[src/rtl/pwrmode_pkg.sv]
package pwrmode_pkg;

   typedef enum logic [2:0] {
      PM_RESET  = 3'd0,
      PM_HIGH   = 3'd1,
      PM_MED    = 3'd2,
      PM_SLEEP  = 3'd3,
      PM_SWSTBY = 3'd4,
      PM_HWSTBY = 3'd5
   } pm_mode_e;

   localparam int unsigned REG_SPEED = 0;
   localparam int unsigned REG_CTRL  = 1;
   localparam int unsigned REG_MSTOP = 2;

   // control register bit positions
   localparam int unsigned CTL_SBY = 0;
   localparam int unsigned CTL_LS  = 1;
   localparam int unsigned CTL_WD  = 2;
   localparam int unsigned CTL_W   = 3;

   // speed code to log2(divisor); codes beyond the last step saturate
   function automatic int unsigned code_to_shift(input int unsigned code,
                                                 input int unsigned max_sh);
      if (code == 0)
         return 0;
      else if (code > max_sh)
         return max_sh;
      else
         return code;
   endfunction

endpackage

[src/rtl/pwrmode_regs.sv]
module pwrmode_regs
   import pwrmode_pkg::*;
#(
   parameter int unsigned SEL_W  = 3,
   parameter int unsigned DATA_W = 8,
   parameter int unsigned MS_N   = 2,
   parameter int unsigned ADDR_W = 2
) (
   input  logic              clk,
   input  logic              clr,
   input  logic              wr_en,
   input  logic [ADDR_W-1:0] addr,
   input  logic [DATA_W-1:0] wdata,
   output logic [DATA_W-1:0] rdata,
   output logic [SEL_W-1:0]  spd_sel,
   output logic              sby_en,
   output logic              lowspd,
   output logic              wdsel,
   output logic [MS_N-1:0]   mstop
);

   localparam logic [ADDR_W-1:0] A_SPD = ADDR_W'(REG_SPEED);
   localparam logic [ADDR_W-1:0] A_CTL = ADDR_W'(REG_CTRL);
   localparam logic [ADDR_W-1:0] A_MS  = ADDR_W'(REG_MSTOP);

   logic [SEL_W-1:0] spd_q;
   logic [CTL_W-1:0] ctl_q;
   logic [MS_N-1:0]  ms_q;

   always_ff @(posedge clk) begin
      if (clr) begin
         spd_q <= '0;
         ctl_q <= '0;
      end else if (wr_en) begin
         if (addr == A_SPD) spd_q <= wdata[SEL_W-1:0];
         if (addr == A_CTL) ctl_q <= wdata[CTL_W-1:0];
      end
   end

   // one flop per stoppable module; reserved positions have no storage
   for (genvar b = 0; b < MS_N; b++) begin : g_mstop
      always_ff @(posedge clk) begin
         if (clr)
            ms_q[b] <= 1'b0;
         else if (wr_en && addr == A_MS)
            ms_q[b] <= wdata[b];
      end
   end

   always_comb begin
      rdata = '0;
      unique case (addr)
         A_SPD:   rdata[SEL_W-1:0] = spd_q;
         A_CTL:   rdata[CTL_W-1:0] = ctl_q;
         A_MS:    rdata[MS_N-1:0]  = ms_q;
         default: rdata = '0;
      endcase
   end

   assign spd_sel = spd_q;
   assign sby_en  = ctl_q[CTL_SBY];
   assign lowspd  = ctl_q[CTL_LS];
   assign wdsel   = ctl_q[CTL_WD];
   assign mstop   = ms_q;

   assert_mstop_hold_R9: assert property (@(posedge clk) disable iff (clr)
      !(wr_en && addr == A_MS) |=> $stable(ms_q))
      else $error("module-stop bits moved without a write");

endmodule

[src/rtl/pwrmode_fsm.sv]
module pwrmode_fsm
   import pwrmode_pkg::*;
#(
   parameter int unsigned SH_W = 3
) (
   input  logic            clk,
   input  logic            rst_req,
   input  logic            stby_n,
   input  logic            bus_end,
   input  logic            sleep_stb,
   input  logic            irq,
   input  logic            ext_irq,
   input  logic [SH_W-1:0] req_sh,
   input  logic            sby_en,
   input  logic            lowspd,
   input  logic            wdsel,
   output pm_mode_e        mode,
   output logic [SH_W-1:0] act_sh,
   output logic            restart
);

   pm_mode_e        mode_q, mode_d;
   logic [SH_W-1:0] sh_q, sh_d;
   logic            go_sleep, go_swstby;
   pm_mode_e        run_mode;

   assign go_sleep  = sleep_stb && !lowspd && !sby_en;
   assign go_swstby = sleep_stb && !lowspd && sby_en && !wdsel;
   assign run_mode  = (sh_q == '0) ? PM_HIGH : PM_MED;

   always_comb begin
      mode_d  = mode_q;
      sh_d    = sh_q;
      restart = 1'b0;
      if (!stby_n) begin
         mode_d = PM_HWSTBY;
         sh_d   = '0;
      end else if (mode_q == PM_HWSTBY || rst_req) begin
         mode_d = PM_RESET;
         sh_d   = '0;
      end else begin
         unique case (mode_q)
            PM_RESET: begin
               mode_d  = PM_HIGH;
               restart = 1'b1;
            end
            PM_HIGH, PM_MED: begin
               if (bus_end) begin
                  sh_d    = req_sh;
                  restart = (req_sh != sh_q);
                  mode_d  = (req_sh == '0) ? PM_HIGH : PM_MED;
               end
               if (go_sleep)
                  mode_d = PM_SLEEP;
               else if (go_swstby)
                  mode_d = PM_SWSTBY;
            end
            PM_SLEEP: begin
               if (irq || ext_irq) begin
                  mode_d  = run_mode;
                  restart = 1'b1;
               end
            end
            PM_SWSTBY: begin
               if (ext_irq) begin
                  mode_d  = run_mode;
                  restart = 1'b1;
               end
            end
            default: begin
               mode_d = PM_RESET;
               sh_d   = '0;
            end
         endcase
      end
   end

   always_ff @(posedge clk) begin
      mode_q <= mode_d;
      sh_q   <= sh_d;
   end

   assign mode   = mode_q;
   assign act_sh = sh_q;

   assert_div_at_bus_end_R2: assert property (@(posedge clk)
      disable iff (rst_req || !stby_n)
      !bus_end |=> $stable(sh_q))
      else $error("divisor changed outside a bus-cycle end");

   assert_sleep_wake_R5: assert property (@(posedge clk)
      disable iff (rst_req || !stby_n)
      (mode_q == PM_SLEEP && (irq || ext_irq)) |=>
         (mode_q == PM_HIGH || mode_q == PM_MED))
      else $error("interrupt did not wake from sleep");

   assert_swstby_hold_R6: assert property (@(posedge clk)
      disable iff (rst_req || !stby_n)
      (mode_q == PM_SWSTBY && !ext_irq) |=> mode_q == PM_SWSTBY)
      else $error("software standby left without external interrupt");

   assert_hw_standby_R8: assert property (@(posedge clk)
      disable iff (rst_req && stby_n)
      !stby_n |=> mode_q == PM_HWSTBY)
      else $error("standby pin not obeyed");

endmodule

[src/rtl/pwrmode_clkdiv.sv]
module pwrmode_clkdiv
   import pwrmode_pkg::*;
#(
   parameter int unsigned MAX_SH = 5,
   parameter int unsigned SH_W   = 3,
   parameter int unsigned WAIT_W = MAX_SH + 2
) (
   input  logic              clk,
   input  logic              hold,
   input  pm_mode_e          mode,
   input  logic [SH_W-1:0]   act_sh,
   input  logic              restart,
   input  logic              acc_io,
   output logic              cpu_ce,
   output logic              periph_ce,
   output logic [WAIT_W-1:0] wait_hint
);

   localparam int unsigned CNT_W = (MAX_SH < 1) ? 1 : MAX_SH;

   logic [CNT_W-1:0]  cnt_q;
   logic [CNT_W-1:0]  lim;
   logic [WAIT_W-1:0] div_val;

   assign div_val = WAIT_W'(1) << act_sh;
   assign lim     = CNT_W'(div_val - WAIT_W'(1));

   always_ff @(posedge clk) begin
      if (hold || restart || mode != PM_MED)
         cnt_q <= '0;
      else if (cnt_q == lim)
         cnt_q <= '0;
      else
         cnt_q <= cnt_q + CNT_W'(1);
   end

   assign cpu_ce    = (mode == PM_HIGH) || (mode == PM_MED && cnt_q == lim);
   assign periph_ce = (mode == PM_HIGH) || (mode == PM_MED) || (mode == PM_SLEEP);
   assign wait_hint = acc_io ? (div_val << 1) : div_val;

   assert_ce_spacing_R3: assert property (@(posedge clk) disable iff (hold)
      (mode == PM_MED && cpu_ce) |=> !(mode == PM_MED && cpu_ce))
      else $error("divided enable pulses back to back");

endmodule

[src/rtl/pwrmode_ctrl.sv]
module pwrmode_ctrl
   import pwrmode_pkg::*;
#(
   parameter int unsigned SEL_W  = 3,
   parameter int unsigned MAX_SH = 5,
   parameter int unsigned DATA_W = 8,
   parameter int unsigned MS_N   = 2,
   parameter int unsigned ADDR_W = 2,
   parameter int unsigned SH_W   = $clog2(MAX_SH + 1),
   parameter int unsigned WAIT_W = MAX_SH + 2
) (
   input  logic              clk,
   input  logic              res_n,
   input  logic              mres_n,
   input  logic              wdt_ovf,
   input  logic              stby_n,
   input  logic              reg_wr,
   input  logic [ADDR_W-1:0] reg_addr,
   input  logic [DATA_W-1:0] reg_wdata,
   output logic [DATA_W-1:0] reg_rdata,
   input  logic              bus_end,
   input  logic              sleep_stb,
   input  logic              irq,
   input  logic              ext_irq,
   input  logic              acc_io,
   output logic [2:0]        mode_o,
   output logic              cpu_ce,
   output logic              periph_ce,
   output logic [WAIT_W-1:0] wait_hint,
   output logic [MS_N-1:0]   mstop_o
);

   if (SEL_W < 1 || MAX_SH < 1) begin : g_bad_width
      $error("speed field and divider range must be nonzero");
   end
   if (MAX_SH > (1 << SEL_W) - 1) begin : g_bad_range
      $error("speed field too narrow to reach the largest divisor");
   end
   if (DATA_W < SEL_W || DATA_W < MS_N || DATA_W < CTL_W) begin : g_bad_data
      $error("register data bus narrower than a register");
   end
   if (WAIT_W < MAX_SH + 2) begin : g_bad_wait
      $error("wait hint cannot hold twice the largest divisor");
   end

   logic            rst_req, clr, wr_ok;
   logic [SEL_W-1:0] spd_sel;
   logic            sby_en, lowspd, wdsel;
   logic [SH_W-1:0] req_sh, act_sh;
   logic            restart;
   pm_mode_e        mode;

   assign rst_req = !res_n || !mres_n || wdt_ovf;
   assign clr     = rst_req || !stby_n || mode == PM_HWSTBY;
   assign wr_ok   = reg_wr && (mode == PM_HIGH || mode == PM_MED);
   assign req_sh  = SH_W'(code_to_shift(int'(spd_sel), MAX_SH));

   pwrmode_regs #(
      .SEL_W (SEL_W),
      .DATA_W(DATA_W),
      .MS_N  (MS_N),
      .ADDR_W(ADDR_W)
   ) regs_i (
      .clk    (clk),
      .clr    (clr),
      .wr_en  (wr_ok),
      .addr   (reg_addr),
      .wdata  (reg_wdata),
      .rdata  (reg_rdata),
      .spd_sel(spd_sel),
      .sby_en (sby_en),
      .lowspd (lowspd),
      .wdsel  (wdsel),
      .mstop  (mstop_o)
   );

   pwrmode_fsm #(
      .SH_W(SH_W)
   ) fsm_i (
      .clk      (clk),
      .rst_req  (rst_req),
      .stby_n   (stby_n),
      .bus_end  (bus_end),
      .sleep_stb(sleep_stb),
      .irq      (irq),
      .ext_irq  (ext_irq),
      .req_sh   (req_sh),
      .sby_en   (sby_en),
      .lowspd   (lowspd),
      .wdsel    (wdsel),
      .mode     (mode),
      .act_sh   (act_sh),
      .restart  (restart)
   );

   pwrmode_clkdiv #(
      .MAX_SH(MAX_SH),
      .SH_W  (SH_W),
      .WAIT_W(WAIT_W)
   ) div_i (
      .clk      (clk),
      .hold     (rst_req || !stby_n),
      .mode     (mode),
      .act_sh   (act_sh),
      .restart  (restart),
      .acc_io   (acc_io),
      .cpu_ce   (cpu_ce),
      .periph_ce(periph_ce),
      .wait_hint(wait_hint)
   );

   assign mode_o = mode;

   assert_wr_blocked_R10: assert property (@(posedge clk)
      disable iff (rst_req || !stby_n)
      (reg_wr && (mode == PM_SLEEP || mode == PM_SWSTBY)) |=> $stable(spd_sel))
      else $error("speed code written outside a run mode");

endmodule

[config.mk]
export PLATFORM = sky130hd
export DESIGN_NAME = pwrmode_ctrl
export DESIGN_NICKNAME = d
export VERILOG_FILES = /design/src/rtl/pwrmode_pkg.sv /design/src/rtl/pwrmode_regs.sv /design/src/rtl/pwrmode_fsm.sv /design/src/rtl/pwrmode_clkdiv.sv /design/src/rtl/pwrmode_ctrl.sv
export SDC_FILE = /design/constraint.sdc
export NUM_CORES = 1
export LEC_CHECK = 0
export ABC_AREA = 0
export BUFFER_PORTS_ARGS = -buffer_cell sky130_fd_sc_hd__buf_4
export CELL_PAD_IN_SITES_DETAIL_PLACEMENT = 1
export CELL_PAD_IN_SITES_GLOBAL_PLACEMENT = 1
export CORE_AREA = 5 5 84 78
export CTS_BUF_LIST = sky130_fd_sc_hd__clkbuf_4
export DETAILED_ROUTE_END_ITERATION = 8
export DIE_AREA = 0 0 89 83
export GPL_ROUTABILITY_DRIVEN = 0
export PLACE_DENSITY_LB_ADDON = 0.1
export REMOVE_ABC_BUFFERS = 1
export SYNTH_ARGS = -nofsm -noshare
export SYNTH_HDL_FRONTEND = slang
export SYNTH_HIERARCHICAL = 1
export SYNTH_SLANG_ARGS = --single-unit
[constraint.sdc]
create_clock -name clk -period 3.6 [get_ports clk]
set_clock_uncertainty 0.2 [all_clocks]
set_input_delay 0.72 -clock clk [delete_from_list [all_inputs] [get_ports clk]]
set_output_delay 0.72 -clock clk [all_outputs]
set_load 0.02 [all_outputs]
==> run_results.csv <==
group,metric,value,unit
global_routing,antenna_found_initial,0,
floorplanning,fp.dieW,89,um
synthesis,synthesis.instances,191,
cells_and_area,fillerInstances,675,
global_routing,grt_max_degree,24,
synthesis,yosysTopAreaCell,"dfxtp_1",
routing,num_vias,1469,
floorplanning,start_util,28.95,%
synthesis,synth_edf_count,0,
critical_path,crit_path_end_kind,"primary output",
clock_network,cts_tree,"built",
cells_and_area,area_growth,17.09,%
synthesis,synth_area_leaders,"dfxtp_1, mux2i_1, a21oi_1, nand2b_1, buf_4",
critical_path,slowest_stage,"dfxtp_1",
synthesis,synth_warnings,6,
power,switchingPower,121.3,uW
synthesis,synth-seq-area-share,23.62,%
routing,wl_met3,228,um
min_path,hold_class,"reg -> reg",
power,powerDensity,223.0,mW/mm2
routing,met2_wirelength,1.940,mm
clock_network,cts_buffer_depth,2,
critical_path,slowest_delay,0.72,ns
routing,wl_per_cell,15.55,um
critical_path,critPathArrivalTime,1.94,ns
power,power.internal,299.1,uW
floorplanning,dieArea,0.007387,mm2
power,comb_power_share,18.4,%
clock_network,clock_latency,0.30,ns
sta,min_period,2.861,ns
place,placedCellCount,282,
cells_and_area,antennaDiodeCount,0,
clock_network,ctsHoldBuffers,0,
power,clkPwrFrac,29.1,%
cells_and_area,multi_input_area,0.001140,mm2
floorplanning,core_area,0.005563,mm2
routing,wl_met1,2.242,mm
global_routing,grt-ovfl-total,0,
power,switching_share,28.85,%
sta,maxSlewViolCount,0,
sta,setup_viol,0,
global_routing,grt_pass1_vias,1581,
synthesis,synth_cell_types,61,
synthesis,synth_top_area_share,23.62,%
cells_and_area,register_area,380.4,um2
critical_path,cp_max_fo,15,
routing,drt_iter0_markers,58,
routing,wirelength,4.448,mm
synthesis,ys_top_cells_by_count,"a21oi_1, dfxtp_1, nand2_1, nor2_1",
clock_network,root_buffer,"clkbuf_4",
sta,hold_viol,0,
sta,rsz0062_at_grt,"false",
critical_path,critPathTopFamily,"flip-flops",
global_routing,grt_pass1_wl,7.486,mm
critical_path,crit_required,2.68,ns
place,place_ws,0.8517,ns
synthesis,synth_seq_cells,19,
place,hpwlAfterDp,3.331,mm
cells_and_area,fin_nets,239,
job,max_cap_viol_count,0,
synthesis,synthArstFlopShare,0,%
synthesis,syn_area_per_cell,8.431,um2
power,ir_drop,140.0,uV
sta,timing.final.ws_setup,0.7387,ns
run_status,outcome,"finished clean",
clock_network,path_clk_slew,0.12,ns
clock_network,cts.htree.levels,1,
floorplanning,ios,43,
routing,drc,0,
global_routing,track_usage,12.56,%
synthesis,syn_area,0.001610,mm2
sta,max_slew_margin,43.46,%
critical_path,cp.buffers_inverters,1,
routing,viasPerCell,5.136,
cells_and_area,drive_gt1_share,24.07,%
sta,worst-slew-pin-transition,0.8404,ns
critical_path,setup.worst_path.class,"reg -> out",
sta,fmax,349.5,MHz
floorplanning,die_y,83,um
place,io_buffers,32,
critical_path,path_cells,"nand2b_4 -> o31a_1 -> a21oi_4 -> a31o_1 -> buf_4",
routing,first_pass_iters,4,
cells_and_area,fin_cells,286,
routing,top_layer_used,"met4",
sta,fin_setup_tns,0,ns
clock_network,ctsResizeCount,0,
critical_path,startpoint_type,"flip-flop",
routing,ant_nets,0,
power,p_total,420.4,uW
clock_network,cts.sink_count,19,
floorplanning,num_rows,26,
sta,layout_worst_path_cycle_share,79.48,%
clock_network,numCtsBuffers,3,
power,seqPwrFrac,52.5,%
power,p_leak,0.0007353,uW
clock_network,cts_post_setup_buffers_inserted,0,
synthesis,synth_ff_type,"dfxtp_1",
[registers in the layout, indices dropped and copies added, names as in the netlist]
register / flops
div_i/cnt_q: 5
fsm_i/act_sh: 3
fsm_i/mode: 3
regs_i/ctl_q: 3
regs_i/mstop: 2
regs_i/spd_sel: 3
[placed cells by master (no fill, tap or decap), types with 3 or more instances in the layout]
| cell type | count |
|---|---|
| a21oi_1 | 19 |
| xnor2_1 | 4 |
| nand3_1 | 3 |
| nor2b_1 | 6 |
| clkbuf_4 | 4 |
| mux2i_1 | 11 |
| o2111ai_1 | 3 |
| nor2_1 | 12 |
| nand3b_1 | 4 |
| or2b_1 | 3 |
| xor2_1 | 4 |
| o211ai_1 | 3 |
| nand2_1 | 12 |
| nand2b_1 | 11 |
| buf_4 | 32 |
| nor3b_1 | 4 |
| nor3_1 | 6 |
| conb_1 | 5 |
| dfxtp_1 | 19 |
[power groups by stage]
stage	sequential (uW)	clock (uW)	combinational (uW)
4_1_cts	221	130	77.7
5_1_grt	222	137	84.4
3_5_place_dp	225	0	77.3
3_3_place_gp	225	0	75.6
6_report	221	122	77.3
2_1_floorplan	224	0	42.6
[worst reg2reg max path, cell delays in order (launching register included)]
cell	delay, ns
dfxtp_1	0.78
nand2b_1	0.27
a21oi_1	0.17
o311ai_1	0.18
a21oi_1	0.12
nor4_1	0.74
nand2b_1	0.14
a21oi_1	0.14
[layout make-up]
type                       count  area share [%]
multi-input combinational    159           60.45
inverter                       2          0.3981
tap                           70           4.645
sequential                    19           20.17
clock buffer                   4           1.593
timing repair buffer          32           12.74
[per-layer routing]
metal / up-vias / GRT usage (%)
met5: - / 0
met3: 4 / 3.069
li1: 738 / -
met4: 0 / 3.383
met2: 36 / 19.23
met1: 691 / 17.38
[worst paths after layout]
check	start	to	slack [ns]	cells past startpoint
max	fsm_i/act_sh[1]	cpu_ce	0.74	5
min	regs_i/mstop[1]	regs_i/mstop[1]	0.31	2
max reg2reg	fsm_i/mode[0]	div_i/cnt_q[0]	0.81	7
min reg2reg	regs_i/mstop[1]	regs_i/mstop[1]	0.31	2
[kinds of logic after synthesis]
logic type | share of synthesized area (%)
flops | 23.62
compound gates | 23.78
xor+xnor | 4.351
mux | 6.838
simple gates | 33.88
fa+ha+maj | 0.7769
buf+inv | 6.526
other cells | 0.2329
[per-stage QoR]
step | cell area, um2 | hold slack, ns | utilization [%]
2_1_floorplan | 1528 | 0.2613 | -
3_3_place_gp | 1856 | 0.2780 | 33.36
3_5_place_dp | 1856 | 0.2978 | 33.36
4_1_cts | 1886 | 0.3152 | 33.90
5_1_grt | 1886 | 0.3333 | 33.90
6_report | 1886 | 0.3078 | 33.90
Power figures use the tool's default switching activity.
